$ cat src/rtl/bcdc_pkg.sv
package bcdc_pkg;
  typedef enum logic [1:0] {
    ST_IDLE = 2'd0,
    ST_RUN  = 2'd1,
    ST_FIN  = 2'd2
  } cvt_state_e;

  localparam int CC_LT = 3;
  localparam int CC_GT = 2;
  localparam int CC_EQ = 1;
  localparam int CC_SO = 0;

  localparam logic [3:0] SGN_NEG   = 4'hD;
  localparam logic [3:0] SGN_POS_C = 4'hC;
  localparam logic [3:0] SGN_POS_F = 4'hF;
endpackage

$ cat src/rtl/bcdc_front.sv
module bcdc_front
  import bcdc_pkg::*;
#(
  parameter int OP_W = 128,
  parameter int MAG_W = 103,
  parameter logic [OP_W-1:0] MAG_LIMIT = 128'h0000007E37BE2022_C0914B267FFFFFFF
) (
  input  logic [OP_W-1:0]  operand,
  input  logic             pref_sign,
  output logic [MAG_W-1:0] mag,
  output logic             ovf,
  output logic [3:0]       sign_nib,
  output logic [3:0]       cc_base
);
  localparam int HALF = OP_W / 2;

  logic             is_neg;
  logic [HALF-1:0]  lo_neg;
  logic [HALF-1:0]  hi_neg;
  logic [OP_W-1:0]  mag_full;
  logic             hi_gt, hi_eq, lo_gt;

  assign is_neg = operand[OP_W-1];

  // Per-half negation: the high half only takes the carry when the low half wraps to zero
  assign lo_neg = -operand[HALF-1:0];
  assign hi_neg = ~operand[OP_W-1:HALF] + {{(HALF-1){1'b0}}, (lo_neg == '0)};

  assign mag_full = is_neg ? {hi_neg, lo_neg} : operand;

  // Unsigned compare, high half decides unless equal
  assign hi_gt = mag_full[OP_W-1:HALF] > MAG_LIMIT[OP_W-1:HALF];
  assign hi_eq = mag_full[OP_W-1:HALF] == MAG_LIMIT[OP_W-1:HALF];
  assign lo_gt = mag_full[HALF-1:0] > MAG_LIMIT[HALF-1:0];
  assign ovf   = hi_gt | (hi_eq & lo_gt);

  assign mag = mag_full[MAG_W-1:0];

  always_comb begin
    cc_base = '0;
    if (is_neg) begin
      cc_base[CC_LT] = 1'b1;
      sign_nib = SGN_NEG;
    end else begin
      sign_nib = pref_sign ? SGN_POS_F : SGN_POS_C;
      if (operand == '0) cc_base[CC_EQ] = 1'b1;
      else               cc_base[CC_GT] = 1'b1;
    end
  end
endmodule

$ cat src/rtl/bcdc_dabble.sv
module bcdc_dabble #(
  parameter int DIGITS = 31
) (
  input  logic [4*DIGITS-1:0] bcd_in,
  output logic [4*DIGITS-1:0] bcd_adj
);
  // Add 3 to every digit of 5 or more before the next doubling
  for (genvar d = 0; d < DIGITS; d++) begin : g_digit
    logic [3:0] nib;
    assign nib = bcd_in[4*d +: 4];
    assign bcd_adj[4*d +: 4] = (nib >= 4'd5) ? nib + 4'd3 : nib;
  end
endmodule

$ cat src/rtl/bcd_from_s128.sv
module bcd_from_s128
  import bcdc_pkg::*;
#(
  parameter int OP_W = 128,
  parameter int DIGITS = 31,
  parameter int MAG_W = 103,
  parameter logic [OP_W-1:0] MAG_LIMIT = 128'h0000007E37BE2022_C0914B267FFFFFFF
) (
  input  logic            clk,
  input  logic            rst,
  input  logic            start,
  input  logic [OP_W-1:0] operand,
  input  logic            pref_sign,
  output logic [OP_W-1:0] result,
  output logic            result_we,
  output logic [3:0]      cc,
  output logic            done
);
  localparam int BCD_W = 4 * DIGITS;
  localparam int CNT_W = $clog2(MAG_W);
  localparam logic [CNT_W-1:0] LAST = CNT_W'(MAG_W - 1);

  cvt_state_e       state;
  logic [CNT_W-1:0] cnt;
  logic [MAG_W-1:0] bin_q;
  logic [BCD_W-1:0] bcd_q;
  logic [BCD_W-1:0] bcd_adj;
  logic             ovf_q;
  logic [3:0]       sign_q;
  logic [3:0]       cc_pend;

  logic [MAG_W-1:0] f_mag;
  logic             f_ovf;
  logic [3:0]       f_sign;
  logic [3:0]       f_cc;

  bcdc_front #(
    .OP_W(OP_W), .MAG_W(MAG_W), .MAG_LIMIT(MAG_LIMIT)
  ) u_front (
    .operand(operand), .pref_sign(pref_sign),
    .mag(f_mag), .ovf(f_ovf), .sign_nib(f_sign), .cc_base(f_cc)
  );

  bcdc_dabble #(.DIGITS(DIGITS)) u_dabble (
    .bcd_in(bcd_q), .bcd_adj(bcd_adj)
  );

  always_ff @(posedge clk) begin
    if (rst) begin
      state     <= ST_IDLE;
      cnt       <= '0;
      bin_q     <= '0;
      bcd_q     <= '0;
      ovf_q     <= 1'b0;
      sign_q    <= '0;
      cc_pend   <= '0;
      result    <= '0;
      result_we <= 1'b0;
      cc        <= '0;
      done      <= 1'b0;
    end else begin
      done      <= 1'b0;
      result_we <= 1'b0;
      unique case (state)
        ST_IDLE: if (start) begin
          bin_q   <= f_mag;
          bcd_q   <= '0;
          cnt     <= '0;
          ovf_q   <= f_ovf;
          sign_q  <= f_sign;
          cc_pend <= f_cc | {3'b000, f_ovf};
          state   <= f_ovf ? ST_FIN : ST_RUN;
        end
        ST_RUN: begin
          bcd_q <= {bcd_adj[BCD_W-2:0], bin_q[MAG_W-1]};
          bin_q <= {bin_q[MAG_W-2:0], 1'b0};
          cnt   <= cnt + 1'b1;
          if (cnt == LAST) state <= ST_FIN;
        end
        ST_FIN: begin
          done  <= 1'b1;
          cc    <= cc_pend;
          state <= ST_IDLE;
          if (!ovf_q) begin
            result    <= {bcd_q, sign_q};
            result_we <= 1'b1;
          end
        end
        default: state <= ST_IDLE;
      endcase
    end
  end


  dabble_room_chk: assert property (@(posedge clk) disable iff (rst)
    (state == ST_RUN) |-> !bcd_adj[BCD_W-1]);

  done_pulse_chk: assert property (@(posedge clk) disable iff (rst)
    done |=> !done);

  no_overflow_chk: assert property (@(posedge clk) disable iff (rst)
    (done && cc[CC_SO]) |-> !result_we);

  we_with_done_chk: assert property (@(posedge clk) disable iff (rst)
    result_we |-> done);

  result_hold_chk: assert property (@(posedge clk) disable iff (rst)
    !$stable(result) |-> result_we);

  cc_hold_chk: assert property (@(posedge clk) disable iff (rst)
    !$stable(cc) |-> done);

  cc_class_chk: assert property (@(posedge clk) disable iff (rst)
    done |-> ($countones(cc[3:1]) == 1));

  neg_sign_chk: assert property (@(posedge clk) disable iff (rst)
    result_we |-> (cc[CC_LT] == (result[3:0] == SGN_NEG)));

  busy_start_chk: assert property (@(posedge clk) disable iff (rst)
    (state == ST_RUN && cnt != LAST) |=> (state == ST_RUN));
endmodule

$ cat config.mk
export PLATFORM = sky130hd
export DESIGN_NAME = bcd_from_s128
export DESIGN_NICKNAME = d
export VERILOG_FILES = /design/src/rtl/bcdc_pkg.sv /design/src/rtl/bcdc_front.sv /design/src/rtl/bcdc_dabble.sv /design/src/rtl/bcd_from_s128.sv
export SDC_FILE = /design/constraint.sdc
export NUM_CORES = 1
export LEC_CHECK = 0
export ABC_AREA = 1
export BUFFER_PORTS_ARGS = -buffer_cell sky130_fd_sc_hd__buf_2
export CORE_MARGIN = 1
export CORE_UTILIZATION = 65
export DETAILED_ROUTE_END_ITERATION = 8
export PLACE_DENSITY = 0.87
export SLEW_MARGIN = 25
export SYNTH_ARGS = -nofsm -noshare
export SYNTH_HDL_FRONTEND = slang
export SYNTH_HIERARCHICAL = 1
export SYNTH_SLANG_ARGS = --single-unit
$ cat constraint.sdc
create_clock -name clk -period 9 [get_ports clk]
set_input_delay 0.45 -clock clk [delete_from_list [all_inputs] [get_ports clk]]
set_output_delay 0.45 -clock clk [all_outputs]
set_load 0.005 [all_outputs]
==> metrics.md <==
| Metric | Value |
|---|---|
| Status | complete, no violations |
| Layout net count | 4643 |
| Port bufs | 265 |
| Fmax | 186 MHz |
| RSZ-0062 raised after global routing | false |
| TritonCTS buffer count | 40 |
| Worst Path Buf+Inv | 3 |
| Critical Path RT | 9.48 ns |
| Slowest library cell on the worst path | nor2_1 |
| Layout Skew | 0.0146 ns |
| Tmin final | 5.38 ns |
| # setup viols final | 0 |
| DRT Pass-1 Iters | 6 |
| Post-Route WL | 75100 um |
| Clock network latency to the later pin of the worst-skew pair | 0.57 ns |
| Remaining global-route overflow | 0 |
| Crit Path Max Fanout | 7 |
| Initial DRC Count | 2958 |
| Most used cell along the critical path | nand2_1 |
| Worst Hold Class | input pin to register |
| Starting density of the core | 0.666 |
| Worst setup path start | operand[0] |
| Vias in the first global route | 24.1k |
| Critical path capture point type | register |
| Hold-fix buffers, CTS | 0 |
| Ys Warns | 6 |
| Tightest Pin Transition | 1.02 ns |
| TritonCTS clock tree | built |
| CORE AREA | 37900 um2 |
| Area added between synthesis and finish | 10.2% |
| Setup TNS | 0 ns |
| Max Slew Vio Count | 0 |
| Post-DP HPWL | 53200 um |
| Pwr dens | 136 nW/um2 |
| Max IR drop VDD | 0.000125 V |
| CTS H-Tree Depth | 2 |
| I/O pins | 266 |
| Synth Cell Area | 25300 um2 |
| GRT Overall Usage | 0.370 |
| CP top delay family | simple AND/OR/NAND/NOR gates |
| Final Core Density | 0.734 |
| Post-CTS Setup Bufs | 0 |
| Syn avg cell area | 5.87 um2 |
| RR Startpoint | state[1]$_SDFFE_PP0P_ |
| Clk buf depth | 3 |
| Row cnt | 71 |
| Max-slew headroom | 0.318 |
| Clock root buffer master | clkbuf_16 |
| Post-CTS Resized | 0 |
| Fin. Hold Viols | 0 |
| Die height | 199 um |
| Leakage power | 0.0129 uW |
| First-pass GRT wire length | 120000 um |
| Clock sink count | 379 |
| DRC Markers | 0 |
| Routability cong. | 1.09 |
| Critical path launch point type | input pin |
| Via count | 27.7k |
| Hold Path Origin | operand[0] |
| Crit-path max cell delay | 0.32 ns |
| Tcrit/Tclk final | 0.598 |
| Die W | 199 um |
| Kind of critical path | input pin to register |
| Syn Inst Count | 4309 |
| Wire per inst | 15.1 um |
| MaxCap Viol Count | 0 |
| Worst-path clk slew | 0.06 ns |
| Antenna violations before repair | 2 |
| Die area | 39700 um2 |
| Largest net degree at the start of global routing | 193 |
| Critical path arrival | 5.87 ns |
| Final ANT Viol Nets | 0 |
| Layout cells sized above 1 | 0.104 |
| Vias per cell | 5.56 |
worst min-delay path, stage by stage:
cell and delay [ns]:
buf_2 0.14, nand2_1 0.07, a21oi_1 0.05
final timing paths:
| path | cells past startpoint | slack [ns] | to |
|---|---|---|---|
| max | 38 | 3.62 | state[1]$_SDFFE_PP0P_ |
| min reg2reg | 2 | 0.46 | result[44]$_SDFFE_PP0P_ |
| min | 3 | 0.20 | bin_q[0]$_SDFFE_PP0P_ |
| max reg2reg | 6 | 5.91 | result[82]$_SDFFE_PP0P_ |
stage by stage:
step           setup WS [ns]  total power [uW]  area (um2)  std cells  hold slack (ns)
6_report                3.62              3790       27800       4977            0.198
5_1_grt                 3.02              3920       27800       4977            0.183
4_1_cts                 3.82              3790       27800       4975            0.173
3_5_place_dp            3.32              2230       26600       4912            0.450
3_3_place_gp            3.47              2230       26600       4912            0.446
2_1_floorplan           4.66              2090       25300       4310            0.444
cell type report:
class                           count  area [um2]
Sequential cell                   379        7590
Timing Repair Buffer              280        1470
Multi-Input combinational cell   3286       15200
Inverter                          456        1710
Antenna cell                        2        5.00
Tap cell                          511         639
Clock buffer                       57        1170
Clock inverter                      6        51.3
Fill cell                        3328       10100
power by group:
part,switching (uW),internal (uW),total (uW)
Clock,678,899,1580
Combinational,347,131,478
Sequential,18.6,1710,1730
cell usage in the layout (no fill, tap or decap), types with 48 or more instances in the layout:
cell type and n:
inv_1 442, buf_2 262, o21ai_0 145, nand3_1 458, dfxtp_1 379, nand4_1 48
a21oi_1 317, ha_1 68, nand2_1 1465, nor2_1 569
per-layer routing:
metal / GRT usage / part of all wire / wire, um / vias up
met5: 0 / 0 / 0 / -
met4: 0.101 / 0.024 / 1800 / 0
met3: 0.0682 / 0.097 / 7290 / 135
met2: 0.586 / 0.45 / 33500 / 1218
met1: 0.512 / 0.43 / 32400 / 12482
li1: - / - / - / 13824
sequential cells by signal, indices dropped and copies added (netlist names):
signal	cells
result_we	1
cc_pend	4
done	1
state	2
bin_q	103
ovf_q	1
sign_q	4
result	128
cc	4
cnt	7
bcd_q	124
(Power assumes the default switching activity.)
